[src/rtl/alu8_pkg.sv]
package alu8_pkg;
  localparam int OP_W = 5;
  typedef enum logic [OP_W-1:0] {
    OP_MOV  = 5'd0,  OP_ADD  = 5'd1,  OP_ADDC = 5'd2,  OP_SUB  = 5'd3,
    OP_SUBC = 5'd4,  OP_CMP  = 5'd5,  OP_AND  = 5'd6,  OP_OR   = 5'd7,
    OP_XOR  = 5'd8,  OP_NOT  = 5'd9,  OP_INC  = 5'd10, OP_DEC  = 5'd11,
    OP_RL   = 5'd12, OP_RR   = 5'd13, OP_SWAP = 5'd14, OP_MULU = 5'd15,
    OP_MULS = 5'd16
  } alu_op_e;
endpackage

[src/rtl/alu8_addsub.sv]
// a + (inv ? ~b : b) + cin, with carry out of the low half and of the top bit
module alu8_addsub #(
  parameter int WIDTH = 8
) (
  input  logic [WIDTH-1:0] a_i,
  input  logic [WIDTH-1:0] b_i,
  input  logic             inv_b_i,
  input  logic             cin_i,
  output logic [WIDTH-1:0] sum_o,
  output logic             hc_o,
  output logic             co_o
);
  localparam int HALF = WIDTH / 2;
  localparam int UP   = WIDTH - HALF;

  logic [WIDTH-1:0] bb;
  logic [HALF:0]    lo;
  logic [UP:0]      hi;

  always_comb begin
    bb = inv_b_i ? ~b_i : b_i;
    lo = {1'b0, a_i[HALF-1:0]} + {1'b0, bb[HALF-1:0]} + {{HALF{1'b0}}, cin_i};
    hi = {1'b0, a_i[WIDTH-1:HALF]} + {1'b0, bb[WIDTH-1:HALF]} + {{UP{1'b0}}, lo[HALF]};
  end

  assign sum_o = {hi[UP-1:0], lo[HALF-1:0]};
  assign hc_o  = lo[HALF];
  assign co_o  = hi[UP];
endmodule

[src/rtl/alu8_mul.sv]
module alu8_mul #(
  parameter int WIDTH = 8
) (
  input  logic [WIDTH-1:0]   a_i,
  input  logic [WIDTH-1:0]   b_i,
  input  logic               sgn_a_i,
  input  logic               sgn_b_i,
  output logic [2*WIDTH-1:0] prod_o
);
  logic signed [WIDTH:0]     ax, bx;
  logic signed [2*WIDTH+1:0] p;

  always_comb begin
    ax = {sgn_a_i & a_i[WIDTH-1], a_i};
    bx = {sgn_b_i & b_i[WIDTH-1], b_i};
    p  = ax * bx;
  end

  assign prod_o = p[2*WIDTH-1:0];
endmodule

[src/rtl/alu8_unit.sv]
// Logic, step, rotate and swap operations
module alu8_unit
  import alu8_pkg::*;
#(
  parameter int WIDTH = 8
) (
  input  logic [OP_W-1:0]  op_i,
  input  logic [WIDTH-1:0] w_i,
  input  logic [WIDTH-1:0] b_i,
  input  logic             c_i,
  output logic [WIDTH-1:0] res_o,
  output logic             co_o
);
  localparam int HALF = WIDTH / 2;
  localparam logic [WIDTH-1:0] ONE = WIDTH'(1);

  always_comb begin
    res_o = '0;
    co_o  = c_i;
    unique case (op_i)
      OP_AND:  res_o = w_i & b_i;
      OP_OR:   res_o = w_i | b_i;
      OP_XOR:  res_o = w_i ^ b_i;
      OP_NOT:  res_o = ~b_i;
      OP_INC:  res_o = b_i + ONE;
      OP_DEC:  res_o = b_i - ONE;
      OP_RL: begin
        res_o = {b_i[WIDTH-2:0], c_i};
        co_o  = b_i[WIDTH-1];
      end
      OP_RR: begin
        res_o = {c_i, b_i[WIDTH-1:1]};
        co_o  = b_i[0];
      end
      OP_SWAP: res_o = {b_i[HALF-1:0], b_i[WIDTH-1:HALF]};
      default: res_o = '0;
    endcase
  end
endmodule

[src/rtl/alu8_dc.sv]
module alu8_dc
  import alu8_pkg::*;
#(
  parameter int WIDTH = 8
) (
  input  logic             clk_i,
  input  logic             rst_ni,
  input  logic [4:0]       op_i,
  input  logic             dir_i,
  input  logic             use_lit_i,
  input  logic [WIDTH-1:0] w_i,
  input  logic [WIDTH-1:0] reg_i,
  input  logic [WIDTH-1:0] lit_i,
  input  logic             c_i,
  output logic [WIDTH-1:0] res_o,
  output logic             w_we_o,
  output logic             reg_we_o,
  output logic [WIDTH-1:0] mulh_o,
  output logic             mulh_we_o,
  output logic             z_o,
  output logic             z_we_o,
  output logic             c_o,
  output logic             c_we_o,
  output logic             dc_o,
  output logic             dc_we_o
);
  logic [WIDTH-1:0]   opnd;
  logic               is_sub, is_mul;
  logic [WIDTH-1:0]   as_a, as_b, as_sum, u_res;
  logic               as_cin, as_hc, as_co, u_co;
  logic [2*WIDTH-1:0] prod;

  logic [WIDTH-1:0] n_res, n_mh;
  logic n_wr, n_force_w, n_mwe, n_z, n_zwe, n_c, n_cwe, n_dc, n_dcwe;

  assign opnd   = use_lit_i ? lit_i : reg_i;
  assign is_sub = (op_i == OP_SUB) || (op_i == OP_SUBC) || (op_i == OP_CMP);
  assign is_mul = (op_i == OP_MULU) || (op_i == OP_MULS);

  // subtraction: operand + ~W + cin, carry out = no borrow
  always_comb begin
    as_a   = is_sub ? opnd : w_i;
    as_b   = is_sub ? w_i : opnd;
    as_cin = ((op_i == OP_ADDC) || (op_i == OP_SUBC)) ? c_i : is_sub;
  end

  alu8_addsub #(.WIDTH(WIDTH)) u_addsub (
    .a_i(as_a), .b_i(as_b), .inv_b_i(is_sub), .cin_i(as_cin),
    .sum_o(as_sum), .hc_o(as_hc), .co_o(as_co)
  );

  alu8_mul #(.WIDTH(WIDTH)) u_mul (
    .a_i(w_i), .b_i(opnd),
    .sgn_a_i(op_i == OP_MULS), .sgn_b_i((op_i == OP_MULS) && !use_lit_i),
    .prod_o(prod)
  );

  alu8_unit #(.WIDTH(WIDTH)) u_unit (
    .op_i(op_i), .w_i(w_i), .b_i(opnd), .c_i(c_i),
    .res_o(u_res), .co_o(u_co)
  );

  always_comb begin
    n_res = '0; n_mh = '0;
    n_wr = 1'b0; n_force_w = 1'b0; n_mwe = 1'b0;
    n_c = 1'b0; n_cwe = 1'b0; n_dc = 1'b0; n_dcwe = 1'b0; n_zwe = 1'b0;
    unique case (op_i)
      OP_MOV: begin
        n_wr = 1'b1;
        if (use_lit_i || !dir_i) begin
          n_res = opnd;
          n_zwe = !use_lit_i;
        end else begin
          n_res = w_i;
        end
      end
      OP_ADD, OP_ADDC, OP_SUB, OP_SUBC, OP_CMP: begin
        n_res  = as_sum;
        n_wr   = (op_i != OP_CMP);
        n_c    = as_co;  n_cwe  = 1'b1;
        n_dc   = as_hc;  n_dcwe = 1'b1;
        n_zwe  = 1'b1;
      end
      OP_AND, OP_OR, OP_XOR, OP_NOT, OP_INC, OP_DEC: begin
        n_res = u_res; n_wr = 1'b1; n_zwe = 1'b1;
      end
      OP_RL, OP_RR: begin
        n_res = u_res; n_wr = 1'b1; n_c = u_co; n_cwe = 1'b1;
      end
      OP_SWAP: begin
        n_res = u_res; n_wr = 1'b1;
      end
      OP_MULU, OP_MULS: begin
        n_res = prod[WIDTH-1:0]; n_mh = prod[2*WIDTH-1:WIDTH];
        n_wr = 1'b1; n_mwe = 1'b1; n_force_w = 1'b1;
      end
      default: ;
    endcase
    n_z = (n_res == '0);
  end

  logic to_w;
  assign to_w = n_force_w || use_lit_i || !dir_i || is_mul;

  always_ff @(posedge clk_i or negedge rst_ni) begin
    if (!rst_ni) begin
      res_o <= '0; w_we_o <= 1'b0; reg_we_o <= 1'b0;
      mulh_o <= '0; mulh_we_o <= 1'b0;
      z_o <= 1'b0; z_we_o <= 1'b0; c_o <= 1'b0; c_we_o <= 1'b0;
      dc_o <= 1'b0; dc_we_o <= 1'b0;
    end else begin
      res_o     <= n_res;
      w_we_o    <= n_wr && to_w;
      reg_we_o  <= n_wr && !to_w;
      mulh_o    <= n_mh;
      mulh_we_o <= n_mwe;
      z_o       <= n_z;
      z_we_o    <= n_zwe;
      c_o       <= n_c;
      c_we_o    <= n_cwe;
      dc_o      <= n_dc;
      dc_we_o   <= n_dcwe;
    end
  end
endmodule

[config.mk]
export PLATFORM = sky130hd
export DESIGN_NAME = alu8_dc
export DESIGN_NICKNAME = d
export VERILOG_FILES = /design/src/rtl/alu8_pkg.sv /design/src/rtl/alu8_addsub.sv /design/src/rtl/alu8_mul.sv /design/src/rtl/alu8_unit.sv /design/src/rtl/alu8_dc.sv
export SDC_FILE = /design/constraint.sdc
export NUM_CORES = 1
export LEC_CHECK = 0
export ABC_AREA = 1
export BUFFER_PORTS_ARGS = -buffer_cell sky130_fd_sc_hd__buf_2
export CAP_MARGIN = 30
export CORE_ASPECT_RATIO = 0.5
export CORE_MARGIN = 2
export CORE_UTILIZATION = 40
export DETAILED_ROUTE_END_ITERATION = 10
export SLEW_MARGIN = 40
export SYNTH_ARGS = -nofsm -noshare
export SYNTH_HDL_FRONTEND = slang
export SYNTH_SLANG_ARGS = --single-unit
[constraint.sdc]
create_clock -name clk_i -period 0.8 [get_ports clk_i]
set_input_delay 0.12 -clock clk_i [delete_from_list [all_inputs] [get_ports clk_i]]
set_output_delay 0.12 -clock clk_i [all_outputs]
set_load 0.05 [all_outputs]
==> results.md <==
* First-pass GRT wire length at 30.6 mm
* Multiplexer share of the synthesized area at 0%
* Clock-pin slew of the registers on the worst-case setup and hold paths at 0.08 ns
* Final hold vios at 0
* FP Rows at 30
* Post-synth EDFFs at 0
* Most common cell in the synthesized netlist: nand2_1
* Layout net count at 1202
* Die H at 86.9 um
* Largest stage delay, worst path at 0.51 ns
* Hold_sp: op_i[1]
* CP Capture Type: flip-flop
* GR Overflow Total at 0
* Critical path type: in2reg
* Worst Setup Start Kind: input port
* Maximum clock frequency at 232 MHz
* Min-Delay Endpoint: c_we_o
* Pin count of the biggest net entering global routing at 26
* Failing checks: setup timing
* Crit share post-route at 539%
* Largest family of logic cells by synthesized area: adder cells
* Final worst setup slack at -3.51 ns
* Cell taking the most area after synthesis: fa_1
* Crit-path most repeated cell: fa_1
* Syn Std Cell Area at 5490 sq um
* PortBufs at 58
* Maximum clock insertion buffer count at 2
* Warnings, synthesis at 0
* Post-route antenna net violation count at 0
* Filler cell count at 1189
* Total CTS buffers at 3
* DRC at 0
* Top Ports at 59
* Final RePlAce weighted congestion at 0.955
* Worst endpoint required time at between 0.9 and 1 ns
* Crit-path max FO at 4
* Design Power at 14.3 mW
* Fin. max-slew vios at 0
* Synth Flop Type: dfrtp_1
* Synth top area share at 24.8%
* Worst EP arrival at 4.48 ns
* CORE AREA at around 13000 sq um
* Mean Syn Cell Area at 6.94 sq um
* Mapped Nets at roughly 950
* Diode count at 0
* Finished Layout Cells at 1214
* Cells after synthesis at 791
* Iter 0 DRT Violations at 420
* Pre-CTS setup slack at -3.89 ns
* Max-Cap Viols at 0
* Max VDD drop at 1500 uV
* Min cycle time layout at 4.31 ns
* Complex-gate fraction of the synthesized area at a little under a tenth
* Synthesis-stage register bit count at 25
* Placed wire-length estimate at 15.3 mm
* Fin area at 8330 sq um
* Register area share after synthesis at 11.4%
* Hold Path Stages at 3
* Pleak at 4.32 nW
* Clock tree sinks at 25
* Initial Utilization at 40.8%
* GRT Total Usage at roughly 27%
* Die X at between 150 and 200 um
* Clock root buffer master: clkbuf_16
* DR vias/cell at 4.85
* Post-place instance area at 7530 sq um
* Top cell types by occurrence after synthesis: 181 x nand2_1, 151 x inv_1, 116 x nor2_1
* Vias at about 5900
* Number of global-route vias before repair at 6070
* Setup violations, final at 50
* Max stage delay cell, worst path: fa_1
* RSZ-0062 raised after global routing: yes
* Placed cell count at 1193
* Synth async-reset ratio at between 90% and 100%
* Slew HR at between 60% and 70%
* Worst Hold Class: in2reg
* Drt total wl at 18.3 mm
* Status: finished, violations left
* Synth Area in Simple Gates at between 20% and 30%
* Main area contributors after synthesis: fa_1 25%, ha_1 14%, nand2_1 12%, dfrtp_1 11%, inv_1 10%
* Area grow syn2layout at 51.6%
* Die area at 14700 sq um
* Initial antenna violation count at 0
* CTS tree: yes
* Share of cells above drive strength 1 at a little over a third
* DR WL/cell at 15.0 um
* Slew @ Worst Pin at 0.556 ns
* Synth cell types at 36
* PwrDens at 1720 nW/um^2
* Xor-xnor portion of the synthesized cell area at 1.28%
* Post-Synth Adder-Cell Area at slightly below 40%
* First-pass detailed-route iteration total at 5
* CTS H-tree lvls at 1
-- cells in the final DEF (no fill, tap or decap), drive strengths merged --
| master | count |
|---|---|
| a21o | 2 |
| a21oi | 24 |
| a31oi | 1 |
| buf | 251 |
| clkbuf | 3 |
| clkinv | 6 |
| clkinvlp | 1 |
| dfrtp | 25 |
| dlygate4sd3 | 1 |
| fa | 68 |
| ha | 61 |
| inv | 159 |
| nand2 | 188 |
| nand3 | 40 |
| nand3b | 1 |
| nand4 | 9 |
| nor2 | 117 |
| nor3 | 7 |
| o2111ai | 1 |
| o211ai | 2 |
| o21a | 3 |
| o21ai | 53 |
| o21bai | 1 |
| o221ai | 1 |
| o22ai | 2 |
| or2 | 3 |
| xnor2 | 4 |
| xor2 | 4 |
-- stage by stage --
stage / setup TNS, ns / util [%] / hold slack (ns)
2_1_floorplan: -49.64 / - / -0.176
3_3_place_gp: -63.33 / 55.9 / 0.0726
3_5_place_dp: -63.88 / 55.9 / 0.0770
4_1_cts: -57.30 / 60.9 / 0.190
5_1_grt: -61.39 / 61.8 / 0.201
6_report: -57.56 / 61.8 / 0.203
-- routing by layer --
layer  vias to the layer above  share of wire, %  global-route usage, %
li1                       2927                 -                      -
met5                         -                 0                      0
met2                       185                46                   44.7
met4                         0               1.8                   5.44
met3                        27               5.7                   3.50
met1                      2754                47                   37.7
-- area by class of cell --
cell class	count	area, sq um	area share [%]
sequential	25	626	7.51
inverter	164	628	7.54
multi-input combinational	592	4750	57.0
clock buffer	3	75.1	0.901
tap	176	220	2.64
clock inverter	1	7.51	0.0901
timing repair buffer	252	2020	24.2
timing repair inverter	1	8.76	0.105
-- registers in the layout, indices dropped and copies added, names as in the netlist --
signal and count:
mulh_o 8, res_o 8, c_o 1, c_we_o 1, dc_o 1, dc_we_o 1
mulh_we_o 1, reg_we_o 1, w_we_o 1, z_o 1, z_we_o 1
-- how the worst max path moves through the flow --
| stage | slack, ns | startpoint | endpoint |
|---|---|---|---|
| detailed placement | -3.89 | use_lit_i | mulh_o[5] |
| global route | -3.75 | op_i[3] | mulh_o[6] |
| global placement | -3.85 | use_lit_i | mulh_o[5] |
| finish | -3.51 | op_i[3] | mulh_o[2] |
| floorplan | -3.54 | op_i[0] | mulh_o[5] |
| CTS | -3.51 | op_i[0] | mulh_o[6] |
-- critical path, delay by kind of cell --
kind | cells | cell delay, ns
AND/OR/NAND/NOR | 7 | 0.67
AO/OA/AOI/OAI | 1 | 0.14
buffers and inverters | 10 | 0.74
XOR/XNOR | 1 | 0.15
adder cells (fa/ha/maj) | 6 | 2.68
-- power breakdown --
group	internal (mW)	switching, mW
Combinational	5.49	6.09
Sequential	1.42	0.0707
Clock	0.682	0.534
-- timing repair --
| action | CTS | global route |
|---|---|---|
| hold buffers | 1 | 0 |
| gates cloned | 1 | 0 |
| setup endpoints to repair | 50 | 50 |
| setup buffers | 14 | 3 |
| pin swaps | 31 | 26 |
| endpoints found under the hold margin | 25 | 0 |
| resized for setup | 125 | 27 |
-- cell families after synthesis --
family                     Yosys count
adders and majority gates          129
buffers and inverters              174
AOI/OAI and AO/OA                   90
xor gates and xnor gates             8
and+or+nand+nor                    365
DFF                                 25
(Power assumes the default switching activity.)
